[src/rtl/db_pkg.sv]
package db_pkg;

   typedef enum logic {
      DB_IDLE     = 1'b0,
      DB_SETTLING = 1'b1
   } db_state_e;

   // Bits needed to hold 0..max_count without wrap.
   function automatic int db_count_bits(input int max_count);
      int bits;
      bits = 1;
      while ((1 << bits) <= max_count) bits++;
      return bits;
   endfunction

endpackage

[src/rtl/db_sync.sv]
module db_sync #(
   parameter int STAGES = 2
) (
   input  logic clk,
   input  logic rst,
   input  logic d_async,
   output logic q_sync
);

   logic [STAGES-1:0] stage_q;

   for (genvar g = 0; g < STAGES; g++) begin : g_stage
      if (g == 0) begin : g_first
         always_ff @(posedge clk) begin
            if (rst) stage_q[0] <= 1'b0;
            else     stage_q[0] <= d_async;
         end
      end else begin : g_next
         always_ff @(posedge clk) begin
            if (rst) stage_q[g] <= 1'b0;
            else     stage_q[g] <= stage_q[g-1];
         end
      end
   end

   assign q_sync = stage_q[STAGES-1];

endmodule

[src/rtl/db_change_det.sv]
module db_change_det (
   input  logic clk,
   input  logic rst,
   input  logic level_i,
   output logic held_o,
   output logic change_o
);

   logic held_q;

   always_ff @(posedge clk) begin
      if (rst) held_q <= 1'b0;
      else     held_q <= level_i;
   end

   assign held_o   = held_q;
   assign change_o = (level_i != held_q);

endmodule

[src/rtl/db_settle_timer.sv]
module db_settle_timer
   import db_pkg::*;
#(
   parameter int SETTLE_TICKS = 20
) (
   input  logic clk,
   input  logic rst,
   input  logic change_i,
   input  logic held_i,
   input  logic tick_i,
   output logic level_o,
   output logic accept_o
);

   localparam int CNT_W = db_count_bits(SETTLE_TICKS);
   localparam logic [CNT_W-1:0] CNT_LAST = CNT_W'(SETTLE_TICKS);

   db_state_e        state_q;
   logic [CNT_W-1:0] cnt_q;
   logic             level_q;
   logic             accept_q;

   always_ff @(posedge clk) begin
      if (rst) begin
         state_q  <= DB_IDLE;
         cnt_q    <= '0;
         level_q  <= 1'b0;
         accept_q <= 1'b0;
      end else begin
         accept_q <= 1'b0;
         if (change_i) begin
            state_q <= DB_SETTLING;
            cnt_q   <= '0;
         end else if (state_q == DB_SETTLING && tick_i) begin
            if (cnt_q == CNT_LAST) begin
               state_q  <= DB_IDLE;
               cnt_q    <= '0;
               level_q  <= held_i;
               accept_q <= (held_i != level_q);
            end else begin
               cnt_q <= cnt_q + 1'b1;
            end
         end
      end
   end

   assign level_o  = level_q;
   assign accept_o = accept_q;

   AST_CNT_BOUND: assert property (@(posedge clk) disable iff (rst)
      cnt_q <= CNT_LAST);

   AST_CHANGE_RESTARTS: assert property (@(posedge clk) disable iff (rst)
      change_i |=> (cnt_q == '0 && state_q == DB_SETTLING));

   AST_HOLD_WITHOUT_TICK: assert property (@(posedge clk) disable iff (rst)
      (state_q == DB_SETTLING && !tick_i && !change_i) |=>
         ($stable(cnt_q) && state_q == DB_SETTLING));

   AST_IDLE_IGNORES_TICK: assert property (@(posedge clk) disable iff (rst)
      (state_q == DB_IDLE && !change_i) |=> ($stable(level_q) && !accept_q));

   AST_PULSE_SINGLE: assert property (@(posedge clk) disable iff (rst)
      accept_q |=> !accept_q);

   AST_LEVEL_WITH_PULSE: assert property (@(posedge clk) disable iff (rst)
      !$stable(level_q) |-> accept_q);

endmodule

[src/rtl/switch_debouncer.sv]
module switch_debouncer #(
   parameter int SETTLE_TICKS = 20,
   parameter int SYNC_STAGES  = 2
) (
   input  logic clk,
   input  logic rst,
   input  logic sw_raw,
   input  logic tick,
   output logic sw_level,
   output logic sw_changed
);

   if (SYNC_STAGES < 2) begin : g_bad_sync
      $error("switch_debouncer: SYNC_STAGES must be at least 2");
   end
   if (SETTLE_TICKS < 1) begin : g_bad_settle
      $error("switch_debouncer: SETTLE_TICKS must be at least 1");
   end

   logic sync_lvl;
   logic held_lvl;
   logic change;

   db_sync #(.STAGES(SYNC_STAGES)) u_sync (
      .clk     (clk),
      .rst     (rst),
      .d_async (sw_raw),
      .q_sync  (sync_lvl)
   );

   db_change_det u_det (
      .clk      (clk),
      .rst      (rst),
      .level_i  (sync_lvl),
      .held_o   (held_lvl),
      .change_o (change)
   );

   db_settle_timer #(.SETTLE_TICKS(SETTLE_TICKS)) u_timer (
      .clk      (clk),
      .rst      (rst),
      .change_i (change),
      .held_i   (held_lvl),
      .tick_i   (tick),
      .level_o  (sw_level),
      .accept_o (sw_changed)
   );

   AST_RESET_CLEAN: assert property (@(posedge clk)
      rst |=> (!sw_level && !sw_changed));

endmodule

[config.mk]
export PLATFORM = sky130hd
export DESIGN_NAME = switch_debouncer
export DESIGN_NICKNAME = d
export VERILOG_FILES = /design/src/rtl/db_pkg.sv /design/src/rtl/db_sync.sv /design/src/rtl/db_change_det.sv /design/src/rtl/db_settle_timer.sv /design/src/rtl/switch_debouncer.sv
export SDC_FILE = /design/constraint.sdc
export NUM_CORES = 1
export LEC_CHECK = 0
export ABC_AREA = 0
export BUFFER_PORTS_ARGS = -buffer_cell sky130_fd_sc_hd__buf_2
export CORE_AREA = 2 2 39 41
export DETAILED_ROUTE_END_ITERATION = 10
export DIE_AREA = 0 0 41 43
export GPL_TIMING_DRIVEN = 0
export PLACE_DENSITY = 0.63
export SETUP_SLACK_MARGIN = 0.02
export SLEW_MARGIN = 20
export SYNTH_ARGS = -nofsm -noshare
export SYNTH_HDL_FRONTEND = slang
export SYNTH_HIERARCHICAL = 1
export SYNTH_SLANG_ARGS = --single-unit
[constraint.sdc]
create_clock -name clk -period 2.6 [get_ports clk]
set_clock_uncertainty 0.15 [all_clocks]
set_input_delay 0.78 -clock clk [delete_from_list [all_inputs] [get_ports clk]]
set_output_delay 0.78 -clock clk [all_outputs]
set_load 0.1 [all_outputs]
After elaboration in Yosys (flattened, before gate mapping):

Index checks and enable logic that the tools add are counted.

* flip-flop bits (word level): 11
* output and inout port bits: 2
* word-level logic and storage cells: 25

* add/subtract/negate cells: 1
* equal/unequal tests: 3
* mux-type cells: 4
* bitwise gates (word level): 3
* reduce and logical (&&, ||, !) cells: 7

Operators by type and width (number)
* adder 5 x 1 -> 5 bit (second input constant): 1
* == test 5 bit (second input constant): 1
* 2-to-1 mux 5 bit: 1
* nonzero test 2 bit: 2
* OR reduction 4 bit: 1
* 2-to-1 mux 1 bit: 3
* NOT 1 bit: 3
* AND reduction 3 bit: 1
* inequality test 1 bit: 2
* AND reduction 2 bit: 1
* OR reduction 2 bit: 1
* logical AND 1 bit: 1

Longest topological paths before layout:

* word-level depth: 4
* gate-level depth with buffers: 5
* depth with buffers taken out: 5

Cells and area by module:

The synthesis kept the hierarchy.

Modules (own cells, without submodules)
* db_settle_timer: times used 1, cells an instance 43, area each 380.4 µm²
* db_sync: times used 1, cells an instance 4, area each 52.6 µm²
* db_change_det: times used 1, cells an instance 3, area each 35.0 µm²

Worst setup path after synthesis:

OpenSTA, ideal clock, no wires.

* path type: register to output
* start point: register u_timer.level_q, in the netlist u_timer/level_o
* end point: output port sw_level
* data arrival time: 955 ps
* data required time: 1670 ps
* slack: 715 ps
* stages on the path, launching flop included: 1
* path buffers: 0
* path through: dfxtp_1

RTL lines
* start: declaration: line db_settle_timer.sv:20 `logic level_q;`
* start signal: assignment: line db_settle_timer.sv:38 `level_q <= held_i;`
* end: declaration: line switch_debouncer.sv:9 `output logic sw_level,`

No word-level cell between the ends.

Final worst setup path:

* start point: register u_timer.level_q, in the netlist u_timer/level_o
* end point: output port sw_level

No word-level cell between the ends.

==> reports/qor.csv <==
stage,metric,value,unit
routing,routed vias/inst,4.77,
final_layout,# nets final,66,
worst_setup_path,CP Launch Type,flip-flop,
placed_design,gpl congestion,0.695,
clocking,htree depth,1,
worst_setup_path,worst-case reg-to-reg path depth,5,
clocking,cts hold-fix bufs,0,
timing,Slew headroom,0.680,
timing,maximum operating frequency,499,MHz
final_layout,Antenna diodes,0,
worst_setup_path,crit-path max FO,3,
placed_design,Placement Setup Slack,729,ps
logic_synthesis,Post-synth EDFFs,0,
logic_synthesis,register bit count reported by yosys,11,
logic_synthesis,Yosys top cell by area,dfxtp_1,
routing,DR DRC count,0,
worst_setup_path,arrival time worst endpoint,1070,ps
placed_design,DP Wirelength,557,um
worst_setup_path,CP Launch Point,u_timer/level_o,
timing,# setup viols final,0,
logic_synthesis,post-synthesis instance total,50,
clocking,Skew-Pair Late Insertion Delay,260,ps
worst_setup_path,CP Buf/Inv Count,1,
timing,fin crit period,2000,ps
global_route,gr usage total,0.104,
worst_setup_path,Top delay family on crit path,buffers and inverters,
die,I/O pin total,6,
final_layout,proportion of layout cells with a drive suffix above 1,0.153,
final_layout,Area Growth Syn to Fin,15.2,%
flow_run,# Max-Cap Violations,0,
die,row cnt,14,
worst_setup_path,Critical Path End Type,primary output,
clocking,register clock-pin slew on the reported worst setup and hold paths,70,ps
routing,wire length per cell,9.84,um
timing,max-slew violations,0,
die,Die W,41,um
logic_synthesis,"Seq/Total Area, Yosys",0.471,
logic_synthesis,post-synth top area share,0.471,
global_route,first-pass GRT wire length,1.23,mm
logic_synthesis,Post-Syn Area,468,um2
worst_setup_path,Reg-to-Reg Start,u_timer/cnt_q[0],
routing,Pre-antenna DRT Iters,2,
die,area of the core,1380,um2
clocking,Sink Count,11,
power_and_ir_drop,Power Dens Cells,568,nW/um2
power_and_ir_drop,VDD IR-drop max,0.000198,V
worst_setup_path,Worst Setup EP,sw_level,
worst_setup_path,total stage count of the critical path,1,
global_route,total gr overflow,0,
routing,1st-iter DRT viols,7,
logic_synthesis,Yosys warning count,6,
clocking,CTS resizes,0,
logic_synthesis,syn_area_per_cell,9.36,um2
global_route,largest net degree at the start of global routing,9,
logic_synthesis,most common cell in the synthesized netlist,dfxtp_1,
power_and_ir_drop,leakage,0.192,nW
timing,fin crit share,0.771,
timing,worst setup margin,596,ps
die,Die ar.,1760,um2
routing,Post-DRT Antenna Nets,0,
logic_synthesis,asr flop ratio synth,0,
logic_synthesis,Mapped Nets,56,
timing,unrepaired setup endpoints after global routing,false,
global_route,vias in the first global route,319,
worst_setup_path,FF-to-FF setup slack,1230,ps
worst_setup_path,FF-to-FF End,u_timer/cnt_q[2],
worst_setup_path,CP max stage delay,440,ps
die,Starting Density,0.338,
clocking,CTS tree,yes,
logic_synthesis,post-synth cell types,20,
status,status,finished clean,
worst_setup_path,critical path's slowest cell,buf_2,
clocking,Post CTS Setup Buffer Count,0,
clocking,clk root buf,clkbuf_4,
clocking,total CTS buffers,3,
timing,total negative slack,0,ps
routing,final WL,738,um
logic_synthesis,most frequent cells after synthesis,"dfxtp_1, nand2_1",
die,chip height,43,um
timing,Worst-Margin Slew,484,ps
logic_synthesis,"top cells by area, synth","dfxtp_1, ha_1, mux2i_1, nor2b_1, xnor2_1",
logic_synthesis,main flop type after synthesis,dfxtp_1,
worst_setup_path,crit path kind,reg -> out,
placed_design,I/O Buffers,5,
worst_setup_path,CP cell instances,buf_2,
worst_hold_path,min-delay worst type,reg -> reg,
global_route,initial antenna violation count,0,
routing,via count,358,
timing,final hold violations,0,
worst_setup_path,critical path required time,1670,ps
clocking,CTS Buffer Depth,2,
power breakdown:
part	total (mW)	internal [mW]	leakage [nW]	switching, mW
Clock	0.115	0.0593	0.0150	0.0557
Combinational	0.0162	0.00724	0.0874	0.00891
Sequential	0.175	0.172	0.0893	0.00310
Total	0.306	0.239	0.192	0.0677
cell usage in the layout (no fill, tap or decap), drive strengths merged:
cell type	Yosys	final
xnor2	2	2
a21oi	3	3
a211oi	1	1
dfxtp	11	11
mux2i	2	2
or2	1	1
nand3b	1	1
nor2	1	1
buf	0	5
ha	2	2
nor3	2	2
inv	3	3
nand2b	2	2
nor4	2	2
nand3	3	3
clkbuf	0	4
nand2	4	4
or3	2	2
o21ai	3	3
nor2b	3	3
xor2	2	2
logic make-up (layout without fill, tap and decap cells):
logic type / Yosys count / in the layout / share of synthesized area
AND/OR/NAND/NOR: 21 / 21 / 0.254
flip-flops: 11 / 11 / 0.471
AO/OA/AOI/OAI: 7 / 7 / 0.0802
XOR/XNOR: 4 / 4 / 0.0749
buffers and inverters: 3 / 12 / 0.0241
adder cells (fa/ha/maj): 2 / 2 / 0.0535
multiplexers: 2 / 2 / 0.0428
worst min path at each step:
stage,cells past startpoint,startpoint,endpoint,slack (ps)
floorplan,1,u_sync/stage_q[0],u_sync/q_sync,260
global placement,1,u_sync/stage_q[0],u_sync/q_sync,290
detailed placement,1,u_sync/stage_q[0],u_sync/q_sync,290
CTS,1,u_sync/stage_q[0],u_sync/q_sync,310
global route,1,u_sync/stage_q[0],u_sync/q_sync,330
finish,1,u_sync/stage_q[0],u_sync/q_sync,310
area by class of cell:
type	count	area, um2
inverter	3	11.3
clock buffer	4	26.3
tap	16	20.0
fill	142	845
sequential	11	220
multi-input combinational	36	236
timing repair buffer	5	25.0
registers in the layout (all words and copies together), names as in the netlist:
signal and flops:
u_timer/accept_o 1, u_sync/q_sync 1, u_timer/state_q 1, u_timer/level_o 1
u_sync/stage_q 1, u_timer/cnt_q 5, u_det/held_o 1
per-layer routing:
layer / up-vias / share of wire / track usage
li1: 189 / - / -
met1: 163 / 0.49 / 0.127
met2: 4 / 0.47 / 0.144
met3: 2 / 0.037 / 0.0314
met4: 0 / 0.0054 / 0.0800
met5: - / 0 / 0
through the flow:
stage	total power [mW]	hold WS, ps	utilization	instance area [um2]	std cells
final	0.306	305	0.390	539	75
after detailed placement	0.195	295	0.371	513	71
after global routing	0.319	327	0.390	539	75
after floorplan	0.189	264	-	468	50
after CTS	0.310	310	0.390	539	75
after global placement	0.195	286	0.371	513	71
Power figures use the tool's default switching activity.
